### src/rtl/rn_serial_pkg.sv
package rn_serial_pkg;

  typedef enum logic [2:0] {
    ST_RUN    = 3'd0,
    ST_IDLE   = 3'd1,
    ST_BLOCK  = 3'd2,
    ST_UNBLK  = 3'd3,
    ST_SQUASH = 3'd4,
    ST_SSTALL = 3'd5
  } rn_state_e;

  localparam int NUM_STATES = 6;

  // counter indexes following the per-state cycle counters
  localparam int EV_ROB   = 6;
  localparam int EV_IQ    = 7;
  localparam int EV_LSQ   = 8;
  localparam int EV_NOREG = 9;
  localparam int EV_SER   = 10;
  localparam int EV_TSER  = 11;
  localparam int NUM_CTRS = 12;

  // entry layout: {tag, ser_before, ser_temp, handled}
  localparam int FLD_DONE = 0;
  localparam int FLD_TMP  = 1;
  localparam int FLD_SB   = 2;
  localparam int FLD_TAG  = 3;

endpackage

### src/rtl/rn_skid_fifo.sv
module rn_skid_fifo #(
  parameter int DEPTH = 4,
  parameter int W     = 11
) (
  input  logic         clk,
  input  logic         rst,
  input  logic         flush,
  input  logic         push_back,
  input  logic         push_front,
  input  logic         pop,
  input  logic [W-1:0] din,
  output logic [W-1:0] head,
  output logic         empty,
  output logic         full
);

  localparam int PW = (DEPTH > 1) ? $clog2(DEPTH) : 1;
  localparam int CW = $clog2(DEPTH + 1);

  logic [W-1:0]  mem [DEPTH];
  logic [PW-1:0] rd_ptr;
  logic [PW-1:0] wr_ptr;
  logic [CW-1:0] cnt;

  function automatic logic [PW-1:0] ptr_inc(input logic [PW-1:0] p);
    return (p == PW'(DEPTH - 1)) ? '0 : p + 1'b1;
  endfunction

  function automatic logic [PW-1:0] ptr_dec(input logic [PW-1:0] p);
    return (p == '0) ? PW'(DEPTH - 1) : p - 1'b1;
  endfunction

  always_ff @(posedge clk) begin
    if (rst || flush) begin
      rd_ptr <= '0;
      wr_ptr <= '0;
      cnt    <= '0;
    end else if (push_front) begin
      rd_ptr <= ptr_dec(rd_ptr);
      cnt    <= cnt + 1'b1;
    end else if (pop) begin
      rd_ptr <= ptr_inc(rd_ptr);
      cnt    <= cnt - 1'b1;
    end else if (push_back) begin
      wr_ptr <= ptr_inc(wr_ptr);
      cnt    <= cnt + 1'b1;
    end
  end

  always_ff @(posedge clk) begin
    if (!rst && !flush) begin
      if (push_front)
        mem[ptr_dec(rd_ptr)] <= din;
      else if (!pop && push_back)
        mem[wr_ptr] <= din;
    end
  end

  assign head  = mem[rd_ptr];
  assign empty = (cnt == '0);
  assign full  = (cnt == CW'(DEPTH));

  assert_no_overflow_R7: assert property (@(posedge clk) disable iff (rst)
    !(full && !flush && (push_back || push_front)));

  assert_no_underflow_R8: assert property (@(posedge clk) disable iff (rst)
    !(empty && !flush && pop));

  assert_single_op_R8: assert property (@(posedge clk) disable iff (rst)
    $countones({push_back, push_front, pop}) <= 1);

endmodule

### src/rtl/rn_ser_hold.sv
module rn_ser_hold
  import rn_serial_pkg::*;
#(
  parameter int W = 11
) (
  input  logic         clk,
  input  logic         rst,
  input  logic         capture,
  input  logic         drop,
  input  logic [W-1:0] din,
  output logic         valid,
  output logic [W-1:0] rel_ent
);

  localparam logic [W-1:0] DONE_MASK = W'(1) << FLD_DONE;
  localparam logic [W-1:0] SB_MASK   = W'(1) << FLD_SB;

  logic [W-1:0] q;

  always_ff @(posedge clk) begin
    if (rst) begin
      valid <= 1'b0;
      q     <= '0;
    end else if (drop) begin
      valid <= 1'b0;
    end else if (capture) begin
      valid <= 1'b1;
      // only a non-temporary serializer is marked handled
      q     <= din[FLD_TMP] ? din : (din | DONE_MASK);
    end
  end

  // reinsertion copy: serialize-before removed
  assign rel_ent = q & ~SB_MASK;

  assert_capture_free_R3: assert property (@(posedge clk) disable iff (rst)
    capture |-> !valid);

endmodule

### src/rtl/rn_ctr_bank.sv
module rn_ctr_bank #(
  parameter int N = 12,
  parameter int W = 16
) (
  input  logic           clk,
  input  logic           rst,
  input  logic [N-1:0]   inc,
  output logic [N*W-1:0] cnt_bus
);

  for (genvar g = 0; g < N; g++) begin : g_ctr
    logic [W-1:0] val;
    always_ff @(posedge clk) begin
      if (rst)
        val <= '0;
      else if (inc[g])
        val <= val + 1'b1;
    end
    assign cnt_bus[g*W +: W] = val;
  end

endmodule

### src/rtl/rn_serial_ctrl.sv
module rn_serial_ctrl
  import rn_serial_pkg::*;
#(
  parameter int TAG_W      = 8,
  parameter int SKID_DEPTH = 4,
  parameter int CNT_W      = 16,
  parameter int FREE_W     = 6,
  parameter int INF_W      = 4
) (
  input  logic                      clk,
  input  logic                      rst,
  input  logic                      in_valid,
  output logic                      in_ready,
  input  logic [TAG_W-1:0]          in_tag,
  input  logic                      in_ser_before,
  input  logic                      in_ser_temp,
  output logic                      out_valid,
  output logic [TAG_W-1:0]          out_tag,
  input  logic                      blk_req,
  input  logic                      rob_empty,
  input  logic                      rob_full,
  input  logic                      iq_full,
  input  logic                      lsq_full,
  input  logic signed [FREE_W-1:0]  free_regs,
  input  logic [INF_W-1:0]          inflight,
  input  logic                      squash,
  output logic                      dec_block,
  output logic                      dec_unblock,
  output logic [2:0]                status,
  output logic [NUM_CTRS*CNT_W-1:0] counters
);

  localparam int ENT_W = TAG_W + FLD_TAG;

  rn_state_e st;
  rn_state_e nxt;

  logic [ENT_W-1:0] in_ent;
  logic [ENT_W-1:0] skid_head;
  logic [ENT_W-1:0] skid_din;
  logic [ENT_W-1:0] hold_rel;
  logic [ENT_W-1:0] cand;
  logic             cand_v;
  logic             skid_empty;
  logic             skid_full;
  logic             skid_pushb;
  logic             skid_pushf;
  logic             skid_pop;
  logic             skid_flush;
  logic             hold_v;
  logic             hold_cap;
  logic             hold_drop;
  logic             noreg;
  logic             rstall;
  logic             stall;
  logic             drained;
  logic [NUM_CTRS-1:0] ctr_inc;

  assign in_ent  = {in_tag, in_ser_before, in_ser_temp, 1'b0};
  assign noreg   = free_regs[FREE_W-1] || (free_regs == '0);
  assign rstall  = rob_full || iq_full || lsq_full || noreg;
  assign stall   = rstall || blk_req;
  assign drained = rob_empty && (inflight == '0);

  assign skid_din = skid_pushf ? hold_rel : in_ent;

  // next-state and datapath steering
  always_comb begin
    nxt         = st;
    in_ready    = 1'b0;
    skid_pushb  = 1'b0;
    skid_pushf  = 1'b0;
    skid_pop    = 1'b0;
    skid_flush  = 1'b0;
    hold_drop   = 1'b0;
    hold_cap    = 1'b0;
    cand_v      = 1'b0;
    cand        = in_ent;
    out_valid   = 1'b0;
    dec_block   = 1'b0;
    dec_unblock = 1'b0;

    if (squash) begin
      nxt         = ST_SQUASH;
      skid_flush  = 1'b1;
      hold_drop   = 1'b1;
      dec_unblock = (st == ST_BLOCK) || (st == ST_UNBLK) || (st == ST_SSTALL);
    end else begin
      unique case (st)
        ST_SQUASH: nxt = ST_RUN;
        ST_RUN, ST_IDLE: begin
          if (stall) begin
            nxt       = ST_BLOCK;
            dec_block = 1'b1;
          end else begin
            in_ready = 1'b1;
            cand_v   = in_valid;
            nxt      = in_valid ? ST_RUN : ST_IDLE;
          end
        end
        ST_BLOCK: begin
          in_ready   = !skid_full;
          skid_pushb = in_valid && !skid_full;
          if (!stall) nxt = ST_UNBLK;
        end
        ST_UNBLK: begin
          if (stall) begin
            nxt        = ST_BLOCK;
            dec_block  = 1'b1;
            in_ready   = !skid_full;
            skid_pushb = in_valid && !skid_full;
          end else if (skid_empty) begin
            nxt         = ST_RUN;
            dec_unblock = 1'b1;
          end else begin
            skid_pop = 1'b1;
            cand     = skid_head;
            cand_v   = 1'b1;
          end
        end
        ST_SSTALL: begin
          if (drained) begin
            nxt        = ST_UNBLK;
            skid_pushf = 1'b1;
            hold_drop  = 1'b1;
          end
        end
        default: nxt = ST_IDLE;
      endcase

      if (cand_v) begin
        if (cand[FLD_SB] && !cand[FLD_DONE]) begin
          hold_cap = 1'b1;
          nxt      = ST_SSTALL;
        end else begin
          out_valid = 1'b1;
        end
      end
    end
  end

  assign out_tag = cand[ENT_W-1:FLD_TAG];
  assign status  = st;

  always_ff @(posedge clk) begin
    if (rst) st <= ST_IDLE;
    else     st <= nxt;
  end

  // counter increments
  always_comb begin
    ctr_inc = '0;
    for (int i = 0; i < NUM_STATES; i++)
      if (int'(st) == i) ctr_inc[i] = 1'b1;
    if (!squash && (st == ST_RUN || st == ST_IDLE || st == ST_BLOCK || st == ST_UNBLK)) begin
      if (rob_full)      ctr_inc[EV_ROB]   = 1'b1;
      else if (iq_full)  ctr_inc[EV_IQ]    = 1'b1;
      else if (lsq_full) ctr_inc[EV_LSQ]   = 1'b1;
      else if (noreg)    ctr_inc[EV_NOREG] = 1'b1;
    end
    if (hold_cap) begin
      if (cand[FLD_TMP]) ctr_inc[EV_TSER] = 1'b1;
      else               ctr_inc[EV_SER]  = 1'b1;
    end
  end

  rn_skid_fifo #(
    .DEPTH (SKID_DEPTH),
    .W     (ENT_W)
  ) u_skid (
    .clk        (clk),
    .rst        (rst),
    .flush      (skid_flush),
    .push_back  (skid_pushb),
    .push_front (skid_pushf),
    .pop        (skid_pop),
    .din        (skid_din),
    .head       (skid_head),
    .empty      (skid_empty),
    .full       (skid_full)
  );

  rn_ser_hold #(
    .W (ENT_W)
  ) u_hold (
    .clk     (clk),
    .rst     (rst),
    .capture (hold_cap),
    .drop    (hold_drop),
    .din     (cand),
    .valid   (hold_v),
    .rel_ent (hold_rel)
  );

  rn_ctr_bank #(
    .N (NUM_CTRS),
    .W (CNT_W)
  ) u_ctrs (
    .clk     (clk),
    .rst     (rst),
    .inc     (ctr_inc),
    .cnt_bus (counters)
  );

  assert_hold_in_sstall_R3: assert property (@(posedge clk) disable iff (rst)
    (st == ST_SSTALL) |-> hold_v);

  assert_sstall_sticky_R4: assert property (@(posedge clk) disable iff (rst)
    (st == ST_SSTALL && !squash && !(rob_empty && inflight == '0)) |=> (st == ST_SSTALL));

  assert_drain_exit_R5: assert property (@(posedge clk) disable iff (rst)
    (st == ST_SSTALL && !squash && rob_empty && inflight == '0) |=> (st == ST_UNBLK && !skid_empty));

  assert_squash_clears_R9: assert property (@(posedge clk) disable iff (rst)
    squash |=> (st == ST_SQUASH && skid_empty && !hold_v));

  assert_no_take_R10: assert property (@(posedge clk) disable iff (rst)
    (st == ST_SQUASH || st == ST_SSTALL) |-> !in_ready);

  assert_out_source_R2: assert property (@(posedge clk) disable iff (rst)
    out_valid |-> (st == ST_RUN || st == ST_IDLE || st == ST_UNBLK));

endmodule

### config.mk
export PLATFORM = sky130hd
export DESIGN_NAME = rn_serial_ctrl
export DESIGN_NICKNAME = d
export VERILOG_FILES = /design/src/rtl/rn_serial_pkg.sv /design/src/rtl/rn_skid_fifo.sv /design/src/rtl/rn_ser_hold.sv /design/src/rtl/rn_ctr_bank.sv /design/src/rtl/rn_serial_ctrl.sv
export SDC_FILE = /design/constraint.sdc
export NUM_CORES = 1
export LEC_CHECK = 0
export ABC_AREA = 1
export BUFFER_PORTS_ARGS = -buffer_cell sky130_fd_sc_hd__clkbuf_2
export CORE_ASPECT_RATIO = 0.75
export CORE_MARGIN = 2
export CORE_UTILIZATION = 45
export DETAILED_ROUTE_END_ITERATION = 16
export PLACE_DENSITY = 0.67
export REMOVE_ABC_BUFFERS = 1
export SYNTH_ARGS = -nofsm -noshare
export SYNTH_HDL_FRONTEND = slang
export SYNTH_SLANG_ARGS = --single-unit
### constraint.sdc
create_clock -name clk -period 7.2 [get_ports clk]
set_clock_uncertainty 0.1 [all_clocks]
set_input_delay 0.36 -clock clk [delete_from_list [all_inputs] [get_ports clk]]
set_output_delay 0.36 -clock clk [all_outputs]
set_load 0.01 [all_outputs]
==> results.sh <==
export IMPL_tns_ns=0
export IMPL_async_reset_ff_frac=0
export IMPL_diodes=0
export IMPL_hp_class="primary input to flip-flop"
export IMPL_layout_cells_non_filler=2232
export IMPL_hold_viol=0
export IMPL_worst_slew_pin_slew_ns=1.081
export IMPL_synth_top_area_share=0.3478
export IMPL_n_fill_cell=2622
export IMPL_max_freq_ghz=0.2749
export IMPL_areaGrowthSynthToFinish_pct=18.24
export IMPL_final_min_clock_period_ns=3.637
export IMPL_finalWirelength_um=32400
export IMPL_power_density_nw_per_um2=208.1
export IMPL_die_area_um2=28730
export IMPL_grtUsageTotal=0.2200
export IMPL_p_total_uw=3032
export IMPL_synth_flop_cell="dfxtp_1"
export IMPL_synth_edf_count=44
export IMPL_synthDistinctLibCells=46
export IMPL_cts_inserted_buffers=28
export IMPL_drtIter0Drc=860
export IMPL_synthTopCellsByArea="dfxtp_1 35%, edfxtp_1 11%, nand2_1 8.9%, inv_1 6.9%, nor2_1 6.2%"
export IMPL_synth_top_cells_by_count="293 x nand2_1, 225 x inv_1, 214 x dfxtp_1"
export IMPL_dp_cells=2181
export IMPL_synth_seq_cells=258
export IMPL_remaining_drc_errors=0
export IMPL_final_max_slew_viol_count=0
export IMPL_via_per_inst=5.134
export IMPL_ys_warn_count=0
export IMPL_firstDrtPassIters=6
export IMPL_die_x_um=195.0
export IMPL_hold_buffers=0
export IMPL_grt_antenna_before_repair=3
export IMPL_rsz0062_at_grt="no"
export IMPL_p_leak_uw=0.006074
export IMPL_cts_tree="built"
export IMPL_chipHeight_um=147.3
export IMPL_drtAntennaViolNets=0
export IMPL_root_buffer="clkbuf_16"
export IMPL_crit_type="flip-flop to output port"
export IMPL_netlist_area_um2=12320
export IMPL_clk_latency_ns=0.54
export IMPL_synth_avg_cell_area_um2=7.484
export IMPL_portBuffers=235
export IMPL_dp_hpwl_um=23300
export IMPL_globalplace_congestion=0.8718
export IMPL_status="complete, no violations"
export IMPL_final_area_um2=14570
export IMPL_hold_ws_ns=0.08915
export IMPL_cts_htree_levels=1
export IMPL_path_clk_slew_ns=0.06
export IMPL_place_area_um2=13660
export IMPL_cp_max_fo=23
export IMPL_overflow=0
export IMPL_detail_route_wl_per_cell_um=14.52
export IMPL_clockBufferDepth=3
export IMPL_cts_resized=0
export IMPL_min_from="rst"
export IMPL_grt_pass1_vias=10020
export IMPL_coreArea_um2=26940
export IMPL_cts_sinks=258
export IMPL_yosysSeqAreaShare=0.4551
export IMPL_synthDominantAreaCellType="dfxtp_1"
export IMPL_layout_nets=1907
export IMPL_crit_arrival_ns=3.18
export IMPL_start_kind="flip-flop"
export IMPL_cap_violations=0
export IMPL_ir_drop_v=0.0001595
export IMPL_synth_most_common_cell="nand2_1"
export IMPL_grt_pass1_wl_um=52020
export IMPL_synthCells=1646
export IMPL_io_pin_count=236
export IMPL_initial_core_util=0.4573
export IMPL_setup_violations_final=0
export IMPL_crit_path_end_kind="output port"
export IMPL_grt_max_degree=78
export IMPL_period_share=0.5052
export IMPL_rows=52
export IMPL_cts_setup_buffers=0
export IMPL_critPathRequiredTime_ns=6.74
export IMPL_vias=11460
export IMPL_max_slew_margin=0.2770
export IMPL_drive_above_1_share=0.1707
==> kinds of logic after synthesis <==
kind of cell / count (synthesis) / synth area share
buffers and inverters: 284 / 0.09396
AND/OR/NAND/NOR: 723 / 0.2636
flip-flops: 258 / 0.4551
adder cells (fa/ha/maj): 18 / 0.01828
XOR/XNOR: 44 / 0.03128
AO/OA/AOI/OAI: 319 / 0.1378
==> layer usage <==
layer | routed length (µm) | GRT usage | up-vias
met1 | 15560 | 0.3188 | 5177
met4 | 937 | 0.06412 | 6
li1 | - | - | 5843
met3 | 2348 | 0.04729 | 59
met2 | 13510 | 0.3291 | 373
met5 | 44 | 0 | -
==> worst max-delay path, stage by stage, from the launching register on <==
cell,delay [ns]
dfxtp_1,0.81
inv_1,0.52
o21ai_0,0.31
nand2_1,0.13
nand2_1,0.08
nand2_1,0.08
nand2_4,0.12
inv_1,0.06
nor3_1,0.32
clkbuf_2,0.21
==> flip-flops by register name, summed over array words and instances (netlist names), named ones only <==
register,count
u_hold.q,10
u_skid.wr_ptr,2
u_ctrs.g_ctr.val,192
status,3
u_skid.mem,44
u_skid.rd_ptr,2
u_skid.cnt,3
==> final timing paths <==
check | slack, ns | endpoint | cells past startpoint
min reg2reg | 0.36 | u_ctrs.g_ctr[5].val[15] | 1
max reg2reg | 3.69 | u_ctrs.g_ctr[11].val[9] | 11
max | 3.56 | out_valid | 9
min | 0.09 | u_ctrs.g_ctr[1].val[14] | 2
==> power breakdown <==
part           switching [µW]  internal, µW
registers                11.2          1470
logic                    89.4          36.9
clock network             584           836
total                     685          2350
==> cell type report <==
class | count | area, µm² | area share
Sequential cell | 258 | 5605 | 0.3848
Clock inverter | 7 | 60.06 | 0.004123
Timing Repair Buffer | 237 | 1194 | 0.08195
Multi-Input combinational cell | 1104 | 5555 | 0.3814
Inverter | 231 | 868.3 | 0.05962
Tap cell | 351 | 439.2 | 0.03015
Clock buffer | 44 | 843.3 | 0.05790
==> layout by cell type (no fill, tap or decap), types with 2 or more instances in the layout <==
master	netlist	final
dfxtp_1	214	214
o21a_1	13	13
nor2_1	203	203
nand2_1	293	293
clkinv_2	0	7
nor3_1	39	39
nor2_8	2	2
nand3b_1	6	6
xnor2_1	14	14
clkbuf_16	0	30
nand3_4	2	2
inv_1	225	224
nor2_2	6	6
a221oi_1	2	2
o21ai_0	132	132
clkbuf_8	0	4
nor3b_1	8	8
nand3_2	2	2
nor4_1	11	11
a31oi_1	4	4
o22ai_1	8	8
xor2_1	30	30
nand3_1	70	70
a21oi_1	147	147
or2_2	11	11
o21bai_1	2	2
buf_4	10	3
nand2_2	4	4
ha_1	18	18
inv_2	6	6
nand4_1	59	59
o31ai_1	2	2
o21ba_2	3	3
edfxtp_1	44	44
clkbuf_1	25	10
clkbuf_2	0	234
nor2_4	3	3
==> through the flow <==
stage               setup slack, ns    util
floorplan                     4.527       -
global placement              3.829  0.5072
detailed placement            3.749  0.5072
CTS                           3.617  0.5407
global route                  3.281  0.5407
finish                        3.563  0.5407
Power figures use the tool's default switching activity.
